`config.mk`:
```
export PLATFORM = sky130hd
export DESIGN_NAME = burst_rate_shaper
export DESIGN_NICKNAME = d
export VERILOG_FILES = /design/src/rtl/shaper_pkg.sv /design/src/rtl/shaper_cfg_regs.sv /design/src/rtl/shaper_credit_acc.sv /design/src/rtl/shaper_flow_gate.sv /design/src/rtl/burst_rate_shaper.sv
export SDC_FILE = /design/constraint.sdc
export NUM_CORES = 1
export LEC_CHECK = 0
export BUFFER_PORTS_ARGS = -buffer_cell sky130_fd_sc_hd__buf_4
export CORE_ASPECT_RATIO = 0.75
export CORE_UTILIZATION = 30
export CTS_CLUSTER_SIZE = 10
export DETAILED_ROUTE_END_ITERATION = 8
export SKIP_LAST_GASP = 1
export SLEW_MARGIN = 20
export SYNTH_ARGS = -nofsm -noshare
export SYNTH_HDL_FRONTEND = slang
export SYNTH_HIERARCHICAL = 1
export SYNTH_SLANG_ARGS = --single-unit
```
`constraint.sdc`:
```
create_clock -name clk -period 4.16 [get_ports clk]
set_clock_uncertainty 0.15 [all_clocks]
set_input_delay 0.624 -clock clk [delete_from_list [all_inputs] [get_ports clk]]
set_output_delay 0.624 -clock clk [all_outputs]
set_load 0.1 [all_outputs]
```
`src/rtl/shaper_pkg.sv`:
```
package shaper_pkg;
  localparam int SHP_FRAC_W     = 8;
  localparam int SHP_LINK_BYTES = 4;
  localparam int SHP_DATA_W     = SHP_LINK_BYTES * 8;
endpackage

```
`src/rtl/shaper_cfg_regs.sv`:
```
module shaper_cfg_regs #(
  parameter int BURST_W     = 6,
  parameter int RATE_W      = 9,
  parameter int RESET_BURST = 4,
  parameter int RESET_RATE  = 64
) (
  input  logic               clk,
  input  logic               rst_n,
  input  logic               wr,
  input  logic [BURST_W-1:0] burst_in,
  input  logic [RATE_W-1:0]  rate_in,
  output logic [BURST_W-1:0] burst_q,
  output logic [RATE_W-1:0]  rate_q
);
  always_ff @(posedge clk or negedge rst_n) begin
    if (!rst_n) begin
      burst_q <= BURST_W'(RESET_BURST);
      rate_q  <= RATE_W'(RESET_RATE);
    end else if (wr) begin
      burst_q <= burst_in;
      rate_q  <= rate_in;
    end
  end
endmodule

```
`src/rtl/shaper_credit_acc.sv`:
```
module shaper_credit_acc #(
  parameter int BURST_W     = 6,
  parameter int RATE_W      = 9,
  parameter int FRAC_W      = 8,
  parameter int RESET_BURST = 4
) (
  input  logic                      clk,
  input  logic                      rst_n,
  input  logic [BURST_W-1:0]        burst_q,
  input  logic [RATE_W-1:0]         rate_q,
  input  logic                      spend,
  output logic [BURST_W+FRAC_W-1:0] credit_q,
  output logic                      has_unit
);
  localparam int CRED_W = BURST_W + FRAC_W;
  localparam int SUM_W  = CRED_W + 2;
  localparam logic [SUM_W-1:0] UNIT = SUM_W'(1) << FRAC_W;

  logic [SUM_W-1:0]  ceil_w;
  logic [SUM_W-1:0]  sum_w;
  logic [CRED_W-1:0] credit_d;

  assign ceil_w   = SUM_W'({burst_q, {FRAC_W{1'b0}}});
  assign has_unit = SUM_W'(credit_q) >= UNIT;

  always_comb begin
    sum_w = SUM_W'(credit_q) + SUM_W'(rate_q) - (spend ? UNIT : '0);
    if (sum_w > ceil_w) credit_d = ceil_w[CRED_W-1:0];
    else                credit_d = sum_w[CRED_W-1:0];
  end

  always_ff @(posedge clk or negedge rst_n) begin
    if (!rst_n) credit_q <= CRED_W'(RESET_BURST) << FRAC_W;
    else        credit_q <= credit_d;
  end
endmodule

```
`src/rtl/shaper_flow_gate.sv`:
```
module shaper_flow_gate #(
  parameter int DATA_W = 32
) (
  input  logic              allow,
  input  logic              in_valid,
  output logic              in_ready,
  input  logic [DATA_W-1:0] in_data,
  output logic              out_valid,
  input  logic              out_ready,
  output logic [DATA_W-1:0] out_data,
  output logic              fire
);
  assign out_valid = in_valid & allow;
  assign in_ready  = out_ready & allow;
  assign out_data  = in_data;
  assign fire      = in_valid & out_ready & allow;
endmodule

```
`src/rtl/burst_rate_shaper.sv`:
```
module burst_rate_shaper
  import shaper_pkg::*;
#(
  parameter int DATA_W      = SHP_DATA_W,
  parameter int FRAC_W      = SHP_FRAC_W,
  parameter int BURST_W     = 6,
  parameter int RATE_W      = SHP_FRAC_W + 1,
  parameter int RESET_BURST = 4,
  parameter int RESET_RATE  = 64
) (
  input  logic               clk,
  input  logic               rst_n,
  input  logic               cfg_wr,
  input  logic [BURST_W-1:0] cfg_burst,
  input  logic [RATE_W-1:0]  cfg_rate,
  input  logic               in_valid,
  output logic               in_ready,
  input  logic [DATA_W-1:0]  in_data,
  output logic               out_valid,
  input  logic               out_ready,
  output logic [DATA_W-1:0]  out_data
);
  localparam int CRED_W = BURST_W + FRAC_W;

  logic [BURST_W-1:0] burst_q;
  logic [RATE_W-1:0]  rate_q;
  logic [CRED_W-1:0]  credit_q;
  logic               has_unit;
  logic               fire;

  shaper_cfg_regs #(
    .BURST_W(BURST_W), .RATE_W(RATE_W),
    .RESET_BURST(RESET_BURST), .RESET_RATE(RESET_RATE)
  ) u_cfg (
    .clk(clk), .rst_n(rst_n), .wr(cfg_wr),
    .burst_in(cfg_burst), .rate_in(cfg_rate),
    .burst_q(burst_q), .rate_q(rate_q)
  );

  shaper_credit_acc #(
    .BURST_W(BURST_W), .RATE_W(RATE_W),
    .FRAC_W(FRAC_W), .RESET_BURST(RESET_BURST)
  ) u_acc (
    .clk(clk), .rst_n(rst_n), .burst_q(burst_q), .rate_q(rate_q),
    .spend(fire), .credit_q(credit_q), .has_unit(has_unit)
  );

  shaper_flow_gate #(.DATA_W(DATA_W)) u_gate (
    .allow(has_unit),
    .in_valid(in_valid), .in_ready(in_ready), .in_data(in_data),
    .out_valid(out_valid), .out_ready(out_ready), .out_data(out_data),
    .fire(fire)
  );
endmodule

```
==> results of run 1 <==
[synthesized netlist by cell type (2+ instances only)]
| library cell | count | area (µm²) |
|---|---|---|
| a21oi_1 | 7 | 35.0 |
| o21ai_0 | 4 | 20.0 |
| nand3_1 | 2 | 10.0 |
| dfrtp_1 | 26 | 651 |
| dfstp_2 | 3 | 78.8 |
| and3_2 | 2 | 15.0 |
| a31oi_1 | 2 | 12.5 |
| nor3_1 | 4 | 20.0 |
| xnor2_1 | 8 | 70.1 |
| nand2b_1 | 2 | 12.5 |
| nand2_1 | 8 | 30.0 |
| o211ai_1 | 3 | 22.5 |
| buf_4 | 32 | 240 |
| xor2_1 | 3 | 26.3 |
| and2_1 | 3 | 18.8 |
| and4_1 | 2 | 17.5 |
| nor4_1 | 2 | 12.5 |
| a21o_1 | 3 | 22.5 |
| ha_1 | 31 | 388 |
| nor2_1 | 12 | 45.0 |
| nor2b_1 | 5 | 31.3 |
| a31o_1 | 2 | 17.5 |
| mux2_4 | 14 | 210 |
| inv_1 | 45 | 169 |
| o21ai_1 | 3 | 15.0 |
| nand4b_1 | 2 | 17.5 |
| mux2_2 | 6 | 67.6 |
| o21a_1 | 2 | 15.0 |
[worst max-delay path: stages, from the launching register on]
cell and delay [ns]:
dfstp_2 0.53, inv_2 0.04, ha_2 0.16, o21ai_1 0.06, nand2_1 0.06, nand2_1 0.07, nand2_2 0.06, and3_4 0.15
fa_1 0.49, inv_2 0.05, ha_4 0.23, a21oi_4 0.16, o21ai_2 0.09, a221o_1 0.32, or2_1 0.25, xnor2_1 0.14
ha_1 0.32, nand4b_1 0.13, nor3_2 0.20, and4_1 0.22, a31o_1 0.21, nand2_4 0.12, mux2_4 0.32
[cell families (layout without fill, tap and decap cells)]
group / Yosys count / count (layout) / share of synthesized area (%)
XOR/XNOR: 11 / 11 / 3.74
buffers and inverters: 79 / 120 / 17.1
AND/OR/NAND/NOR: 57 / 57 / 13.4
adder cells (fa/ha/maj): 32 / 32 / 15.8
multiplexers: 21 / 21 / 11.2
flip-flops: 29 / 29 / 28.3
AO/OA/AOI/OAI: 38 / 38 / 10.4
[sequential cells by signal, indices dropped and copies added, names as in the netlist]
name            flops
u_acc/credit_q     14
u_cfg/burst_q       6
u_cfg/rate_q        9
[path summary, 6_finish.rpt]
kind	from	slack, ns	end	cells past startpoint
setup / recovery	u_acc/credit_q[10]$_DFF_PN1_	-0.49	u_acc/credit_q[12]$_DFF_PN0_	22
hold / removal	rst_n	0.13	u_acc/credit_q[2]$_DFF_PN0_	1
setup reg to reg	u_acc/credit_q[10]$_DFF_PN1_	-0.49	u_acc/credit_q[12]$_DFF_PN0_	22
hold reg to reg	u_cfg/rate_q[5]$_DFFE_PN0P_	0.36	u_cfg/rate_q[5]$_DFFE_PN0P_	1
max in group asynchronous	rst_n	3.41	u_cfg/rate_q[6]$_DFFE_PN1P_	1
min in group clk	u_cfg/rate_q[5]$_DFFE_PN0P_	0.36	u_cfg/rate_q[5]$_DFFE_PN0P_	1
[metrics by stage]
step / setup slack, ns / TNS [ns] / cell area [µm²] / util (%) / cells
5_1_grt: -0.666 / -8.73 / 3190 / 39.5 / 413
2_1_floorplan: -0.163 / -0.683 / 2590 / - / 267
6_report: -0.491 / -5.62 / 3190 / 39.5 / 413
3_3_place_gp: -0.344 / -3.10 / 2780 / 34.4 / 382
3_5_place_dp: -0.484 / -4.53 / 2780 / 34.4 / 382
4_1_cts: -0.408 / -4.59 / 3130 / 38.7 / 412
[layout by cell type, fill, tap and decap left out, types with 6 or more instances in the layout]
cell	count
ha_1	28
buf_4	63
dfrtp_1	26
a21oi_1	6
mux2_4	14
nand2_1	7
xnor2_1	8
nor2_1	11
inv_1	43
mux2_2	6
[per-layer routing]
layer	routed length, µm	GRT usage [%]	vias to the layer above
li1	-	-	949
met1	2900	18.6	923
met2	2450	21.6	54
met3	283	3.22	6
met4	42	3.92	0
met5	0	0	-
[layout make-up]
type,count,area share [%]
clock buffer,6,4.35
clock inverter,2,0.431
inverter,45,5.29
multi-input combinational,159,46.2
sequential,29,22.8
tap,105,4.11
timing repair buffer,67,16.8
[timing repair]
action / in CTS / in global routing
setup endpoints to repair: 11 / 16
hold buffers: 0 / 0
endpoints found under the hold margin: 0 / 0
pin swaps: 0 / 4
buffers inserted: 22 / 1
resized for setup: 6 / 14
==> results.json, run 1 <==
{
  "drt-initial-drc-count": 51,
  "holdWs_ns": 0.126,
  "fillers": 821,
  "num_rows": 28,
  "critPathCaptureType": "flip-flop",
  "max_clock_freq_mhz": 215,
  "status": "finished with violations",
  "required_ns": 4.17,
  "cts_inserted_buffers": 5,
  "synth-warning-count": 6,
  "synth_ff_type": "dfrtp_1",
  "wirelength_mm": 5.68,
  "synthArstFlopShare_pct": 100,
  "dieArea_um2": 8960,
  "cts_sinks": 29,
  "nNetsFinal": 391,
  "root_buffer": "clkbuf_16",
  "firstDrtPassIters": 4,
  "synth_nets": 351,
  "die_w_um": 109,
  "grt_overflow": 0,
  "gp_congestion": 0.834,
  "setup_slack_ns": -0.491,
  "diodes": 0,
  "grt_pass1_vias": 1963,
  "core-area_um2": 8090,
  "violations": "negative setup slack",
  "start_util_pct": 31.8,
  "grt_pass1_wl_mm": 9.30,
  "synth-seq-cells": 29,
  "wl_per_cell_um": 13.7,
  "worstMarginPinSlew_ns": 0.498,
  "clkSlewWorstSetupHoldPaths_ns": 0.05,
  "maxCapViolations": 0,
  "io_pins": 86,
  "grtUsageTotal_pct": 13.7,
  "arrival_ns": 4.66,
  "min_path_type": "in2async",
  "clockBufferDepth": 2,
  "drive_gt1_share_pct": 40.3,
  "cp-start-kind": "flip-flop",
  "yosysSeqAreaShare_pct": 28.3,
  "postSynthCellCount": 267,
  "period_share_pct": 112,
  "slew_violations": 0,
  "rsz0062_at_grt": "true",
  "clk_latency_ns": 0.27,
  "finalSetupViolations": 16,
  "final_hold_viol_count": 0,
  "num_vias": 1932,
  "syn_avg_cell_area_um2": 9.64,
  "htreeDepth": 2,
  "slew_headroom_pct": 66.0,
  "die_y_um": 82.2,
  "ys_types": 57,
  "grt_max_degree": 30,
  "drc": 0,
  "syn_area_um2": 2570,
  "seq_area_um2": 729,
  "fin_crit_ns": 4.65,
  "antenna_left": 0,
  "cts_tree": "built",
  "viasPerCell": 4.68,
  "portBuffers": 21,
  "cp_max_fo": 7,
  "synth-edff-count": 0,
  "antenna_found_initial": 0,
  "multi_input_area_um2": 1480,
  "area_growth_pct": 24.1,
  "critPathKind": "reg2reg",
  "dp.final_hpwl_mm": 4.11
}
Power of run 1 is not shown: default switching activity piles up to over one toggle a cycle in this logic, so the estimate is an artifact.
==> inputs of run 2 (changes only) <==
--- a/config.mk
+++ b/config.mk
@@ -7,6 +7,7 @@
 export LEC_CHECK = 0
 export BUFFER_PORTS_ARGS = -buffer_cell sky130_fd_sc_hd__buf_4
 export CORE_ASPECT_RATIO = 0.75
+export CORE_MARGIN = 3
 export CORE_UTILIZATION = 30
 export CTS_CLUSTER_SIZE = 10
 export DETAILED_ROUTE_END_ITERATION = 8
==> run 2 against run 1 <==
Against the previous run: non-clock buffer count shrank 16; the run still ends with negative setup slack left; sequential cell count is the same; critical path type unchanged; die area grew 8.7%.
==> results.json, run 2 (synthesized netlist as in run 1, its figures left out) <==
{
  "io_pins": 86,
  "cts_tree": "built",
  "root_buffer": "clkbuf_16",
  "dp.final_hpwl_mm": 4.19,
  "final_common_cell": "buf_4",
  "drt-initial-drc-count": 55,
  "diodes": 0,
  "nNetsFinal": 375,
  "final_hold_viol_count": 0,
  "cpPeakStageDelay_ns": 0.53,
  "start_util_pct": 31.7,
  "clkSlewWorstSetupHoldPaths_ns": 0.05,
  "largest-register": "u_acc/credit_q",
  "status": "finished with violations",
  "finalSetupTns_ns": -3.89,
  "grt_overflow": 0,
  "largestRegisters": "u_acc/credit_q: 14 flops, u_cfg/rate_q: 9 flops, u_cfg/burst_q: 6 flops",
  "violations": "negative setup slack",
  "worstMarginPinSlew_ns": 0.843,
  "final_cell_mix": "buf_4, inv_1, ha_1",
  "portBuffers": 21,
  "fin_crit_ns": 4.51,
  "setup_slack_ns": -0.352,
  "slew_violations": 0,
  "cp_max_fo": 7,
  "die_w_um": 113,
  "gp_congestion": 0.888,
  "grt_pass1_wl_mm": 8.91,
  "required_ns": 4.17,
  "arrival_ns": 4.52,
  "grt_max_degree": 30,
  "largest_register_ffs": 14,
  "rsz0062_at_grt": "true",
  "cp-start-kind": "flip-flop",
  "drc": 0,
  "min_path_type": "in2async",
  "antenna_found_initial": 0,
  "slew_headroom_pct": 42.4,
  "worst-path-buf-inv": 3,
  "grt_pass1_vias": 1809,
  "cts_inserted_buffers": 5,
  "core-area_um2": 8130,
  "critPathCaptureType": "flip-flop",
  "path_cells": "inv_2 -> ha_2 -> o21ai_1 -> nand2_1 -> nand2_1 -> nand2_2 -> and3_4 -> fa_1 -> inv_2 -> ha_4 -> and3_4 -> a31o_1 -> nor2_2 -> nand2_2 -> buf_6 -> xor2_2 -> ha_1 -> o21a_1 -> o21ai_1 -> a211o_1 -> a31o_1 -> nand2_4 -> mux2_4",
  "max_clock_freq_mhz": 222,
  "viasPerCell": 4.55,
  "finalSetupViolations": 14,
  "critPathKind": "reg2reg",
  "wl_per_cell_um": 13.4,
  "wirelength_mm": 5.34,
  "grtUsageTotal_pct": 11.9,
  "period_share_pct": 108,
  "antenna_left": 0,
  "num_vias": 1807,
  "clk_latency_ns": 0.28,
  "num_rows": 28,
  "maxCapViolations": 0,
  "path_delay_family": "adder cells",
  "dieArea_um2": 9740,
  "crit_slowest_cell": "dfstp_2",
  "clockBufferDepth": 2,
  "drive_gt1_share_pct": 38.0,
  "area_growth_pct": 18.8,
  "htreeDepth": 2,
  "cts_sinks": 29,
  "die_y_um": 86.2,
  "firstDrtPassIters": 4
}
run 2: changes by cell type in the layout (fill, tap and decap cells not counted), sizes merged:
cell / delta
buf: -16
run 2: worst paths after layout:
path                                              start                            to  slack [ns]  depth (start not counted)
min in group clk            u_cfg/rate_q[1]$_DFFE_PN0P_   u_cfg/rate_q[1]$_DFFE_PN0P_        0.36                          1
max reg2reg                u_acc/credit_q[10]$_DFF_PN1_  u_acc/credit_q[11]$_DFF_PN0_       -0.35                         23
max in group asynchronous                         rst_n  u_cfg/burst_q[2]$_DFFE_PN1P_        3.42                          1
min reg2reg                 u_cfg/rate_q[1]$_DFFE_PN0P_   u_cfg/rate_q[1]$_DFFE_PN0P_        0.36                          1
max                        u_acc/credit_q[10]$_DFF_PN1_  u_acc/credit_q[11]$_DFF_PN0_       -0.35                         23
min                                               rst_n   u_acc/credit_q[7]$_DFF_PN0_        0.11                          1
run 2: layer usage:
| layer | wire, µm | share of wire [%] | GRT usage, % |
|---|---|---|---|
| met4 | 63 | 1.2 | 3.71 |
| met5 | 0 | 0 | 0 |
| met2 | 2040 | 38 | 15.3 |
| met3 | 396 | 7.4 | 4.33 |
| met1 | 2840 | 53 | 18.1 |
run 2: what timing repair did:
action,CTS,global route
endpoints found under the setup margin,13,14
gates resized for setup,8,9
setup buffers,2,3
endpoints found under the hold margin,0,0
hold buffers,0,0
pin swaps,1,3
gates cloned,0,0
run 2: final cells by class:
type | instances | area, µm²
Multi-Input combinational cell | 159 | 1490
Clock buffer | 6 | 139
Clock inverter | 2 | 13.8
Inverter | 45 | 169
Fill cell | 826 | 5070
Sequential cell | 29 | 729
Tap cell | 105 | 131
Timing Repair Buffer | 51 | 387
run 2: through the flow:
step | setup WS (ns) | hold WS [ns] | instances | utilization, % | cell area [µm²]
4_1_cts | -0.341 | 0.138 | 394 | 37.0 | 3010
5_1_grt | -0.574 | 0.150 | 397 | 37.6 | 3060
2_1_floorplan | -0.163 | 0.178 | 267 | - | 2590
3_3_place_gp | -0.292 | 0.345 | 384 | 34.4 | 2800
3_5_place_dp | -0.391 | 0.347 | 384 | 34.4 | 2800
6_report | -0.352 | 0.113 | 397 | 37.6 | 3060
Power of run 2 is left out for the same reason.
==> inputs of run 3 (changes only) <==
--- a/config.mk
+++ b/config.mk
@@ -9,6 +9,7 @@
 export CORE_ASPECT_RATIO = 0.75
 export CORE_MARGIN = 3
 export CORE_UTILIZATION = 30
+export CTS_BUF_LIST = sky130_fd_sc_hd__clkbuf_8
 export CTS_CLUSTER_SIZE = 10
 export DETAILED_ROUTE_END_ITERATION = 8
 export SKIP_LAST_GASP = 1
==> run 3 against run 2 <==
Against the previous run: the run still ends with negative setup slack left; critical path depth unchanged; cell count stayed put; sequential cell count is the same; register-to-register slack about the same; core utilization down 0.69 points; worst setup slack got worse by 0.0013 ns; largest cell class unchanged; via count increased by 0.50%; highest routed layer unchanged; global-route usage about the same; design area shrank 1.8%.
==> results.json, run 3 (synthesized netlist as in run 1, its figures left out) <==
{
  "core-area_um2": 8130,
  "dieArea_um2": 9740,
  "min_path_type": "in2async",
  "cts_tree": "built",
  "drc": 0,
  "wl_per_cell_um": 13.4,
  "cp-start-kind": "flip-flop",
  "gp_congestion": 0.888,
  "critPathKind": "reg2reg",
  "cp_max_fo": 7,
  "portBuffers": 21,
  "io_pins": 86,
  "final_hold_viol_count": 0,
  "grt_pass1_vias": 1829,
  "worstMarginPinSlew_ns": 0.891,
  "required_ns": 4.18,
  "root_buffer": "clkbuf_8",
  "antenna_found_initial": 0,
  "slew_headroom_pct": 39.1,
  "max_clock_freq_mhz": 222,
  "place_area_um2": 2800,
  "firstDrtPassIters": 4,
  "diodes": 0,
  "largest-register": "u_acc/credit_q",
  "rsz0062_at_grt": "true",
  "largestRegisters": "u_acc/credit_q: 14 flops, u_cfg/rate_q: 9 flops, u_cfg/burst_q: 6 flops",
  "cts_sinks": 29,
  "clk_latency_ns": 0.29,
  "clockBufferDepth": 2,
  "fillers": 830,
  "antenna_left": 0,
  "num_vias": 1816,
  "grtUsageTotal_pct": 11.9,
  "num_rows": 28,
  "maxCapViolations": 0,
  "htreeDepth": 2,
  "die_w_um": 113,
  "grt_overflow": 0,
  "wirelength_mm": 5.32,
  "nNetsFinal": 375,
  "clkSlewWorstSetupHoldPaths_ns": 0.07,
  "cts_inserted_buffers": 5,
  "final_cell_area_um2": 3000,
  "holdBufCountCts": 0,
  "status": "finished with violations",
  "finalSetupViolations": 14,
  "slew_violations": 0,
  "critPathCaptureType": "flip-flop",
  "period_share_pct": 108,
  "final_cell_mix": "buf_4, inv_1, ha_1",
  "grt_max_degree": 30,
  "fin_crit_ns": 4.51,
  "viasPerCell": 4.57,
  "drt-initial-drc-count": 62,
  "dp.final_hpwl_mm": 4.19,
  "start_util_pct": 31.7,
  "ff2ff_path_depth": 23,
  "final_common_cell": "buf_4",
  "drive_gt1_share_pct": 38.0,
  "arrival_ns": 4.54,
  "violations": "negative setup slack",
  "die_y_um": 86.2,
  "area_growth_pct": 16.6,
  "largest_register_ffs": 14,
  "setup_slack_ns": -0.354,
  "grt_pass1_wl_mm": 8.94,
  "dp_slack_ns": -0.391
}
[run 3: cell counts in the layout (fill, tap and decap cells not counted)]
Identical to the previous run, type by type.
[run 3: worst paths after layout]
kind / slack [ns] / start / to
setup reg to reg: -0.35 / u_acc/credit_q[10]$_DFF_PN1_ / u_acc/credit_q[11]$_DFF_PN0_
hold reg to reg: 0.36 / u_cfg/rate_q[1]$_DFFE_PN0P_ / u_cfg/rate_q[1]$_DFFE_PN0P_
min in group clk: 0.36 / u_cfg/rate_q[1]$_DFFE_PN0P_ / u_cfg/rate_q[1]$_DFFE_PN0P_
setup / recovery: -0.35 / u_acc/credit_q[10]$_DFF_PN1_ / u_acc/credit_q[11]$_DFF_PN0_
hold / removal: 0.1 / rst_n / u_acc/credit_q[7]$_DFF_PN0_
max in group asynchronous: 3.43 / rst_n / u_cfg/burst_q[2]$_DFFE_PN1P_
[run 3: area by class of cell]
type                       count  area (µm²)  area share, %
tap                          105         131           4.38
sequential                    29         729           24.3
inverter                      45         169           5.63
multi-input combinational    159        1490           49.6
clock inverter                 2        13.8          0.459
timing repair buffer          51         387           12.9
clock buffer                   6        82.6           2.75
[run 3: per-layer routing]
layer	GRT usage, %	vias to the layer above	share of wire, %
met5	0	-	0
met4	4.59	0	1.0
met3	3.56	7	6.4
met2	15.3	54	38
met1	18.1	840	54
li1	-	915	-
[run 3: per-stage QoR]
stage          cells  setup TNS [ns]  hold WS (ns)  util (%)
2_1_floorplan    267          -0.683         0.178         -
3_3_place_gp     384           -2.58         0.345      34.4
3_5_place_dp     384           -3.55         0.347      34.4
4_1_cts          394           -3.41         0.122      36.3
5_1_grt          397           -7.08         0.130      36.9
6_report         397           -3.95        0.0991      36.9
[run 3: critical path, stage by stage, from the launching register on]
cell and delay (ns):
dfstp_2 0.54, inv_2 0.04, ha_2 0.17, o21ai_1 0.06
nand2_1 0.06, nand2_1 0.07, nand2_2 0.06, and3_4 0.15
fa_1 0.49, inv_2 0.05, ha_4 0.22, and3_4 0.17
a31o_1 0.19, nor2_2 0.12, nand2_2 0.09, buf_6 0.13
xor2_2 0.16, ha_1 0.32, o21a_1 0.12, o21ai_1 0.06
a211o_1 0.32, a31o_1 0.23, nand2_4 0.13, mux2_4 0.31
[run 3: what timing repair did]
action / 4_1_cts / 5_1_grt
pin swaps: 1 / 4
resized for setup: 8 / 9
endpoints found under the setup margin: 13 / 14
buffers inserted: 2 / 3
Power of run 3 is left out for the same reason.
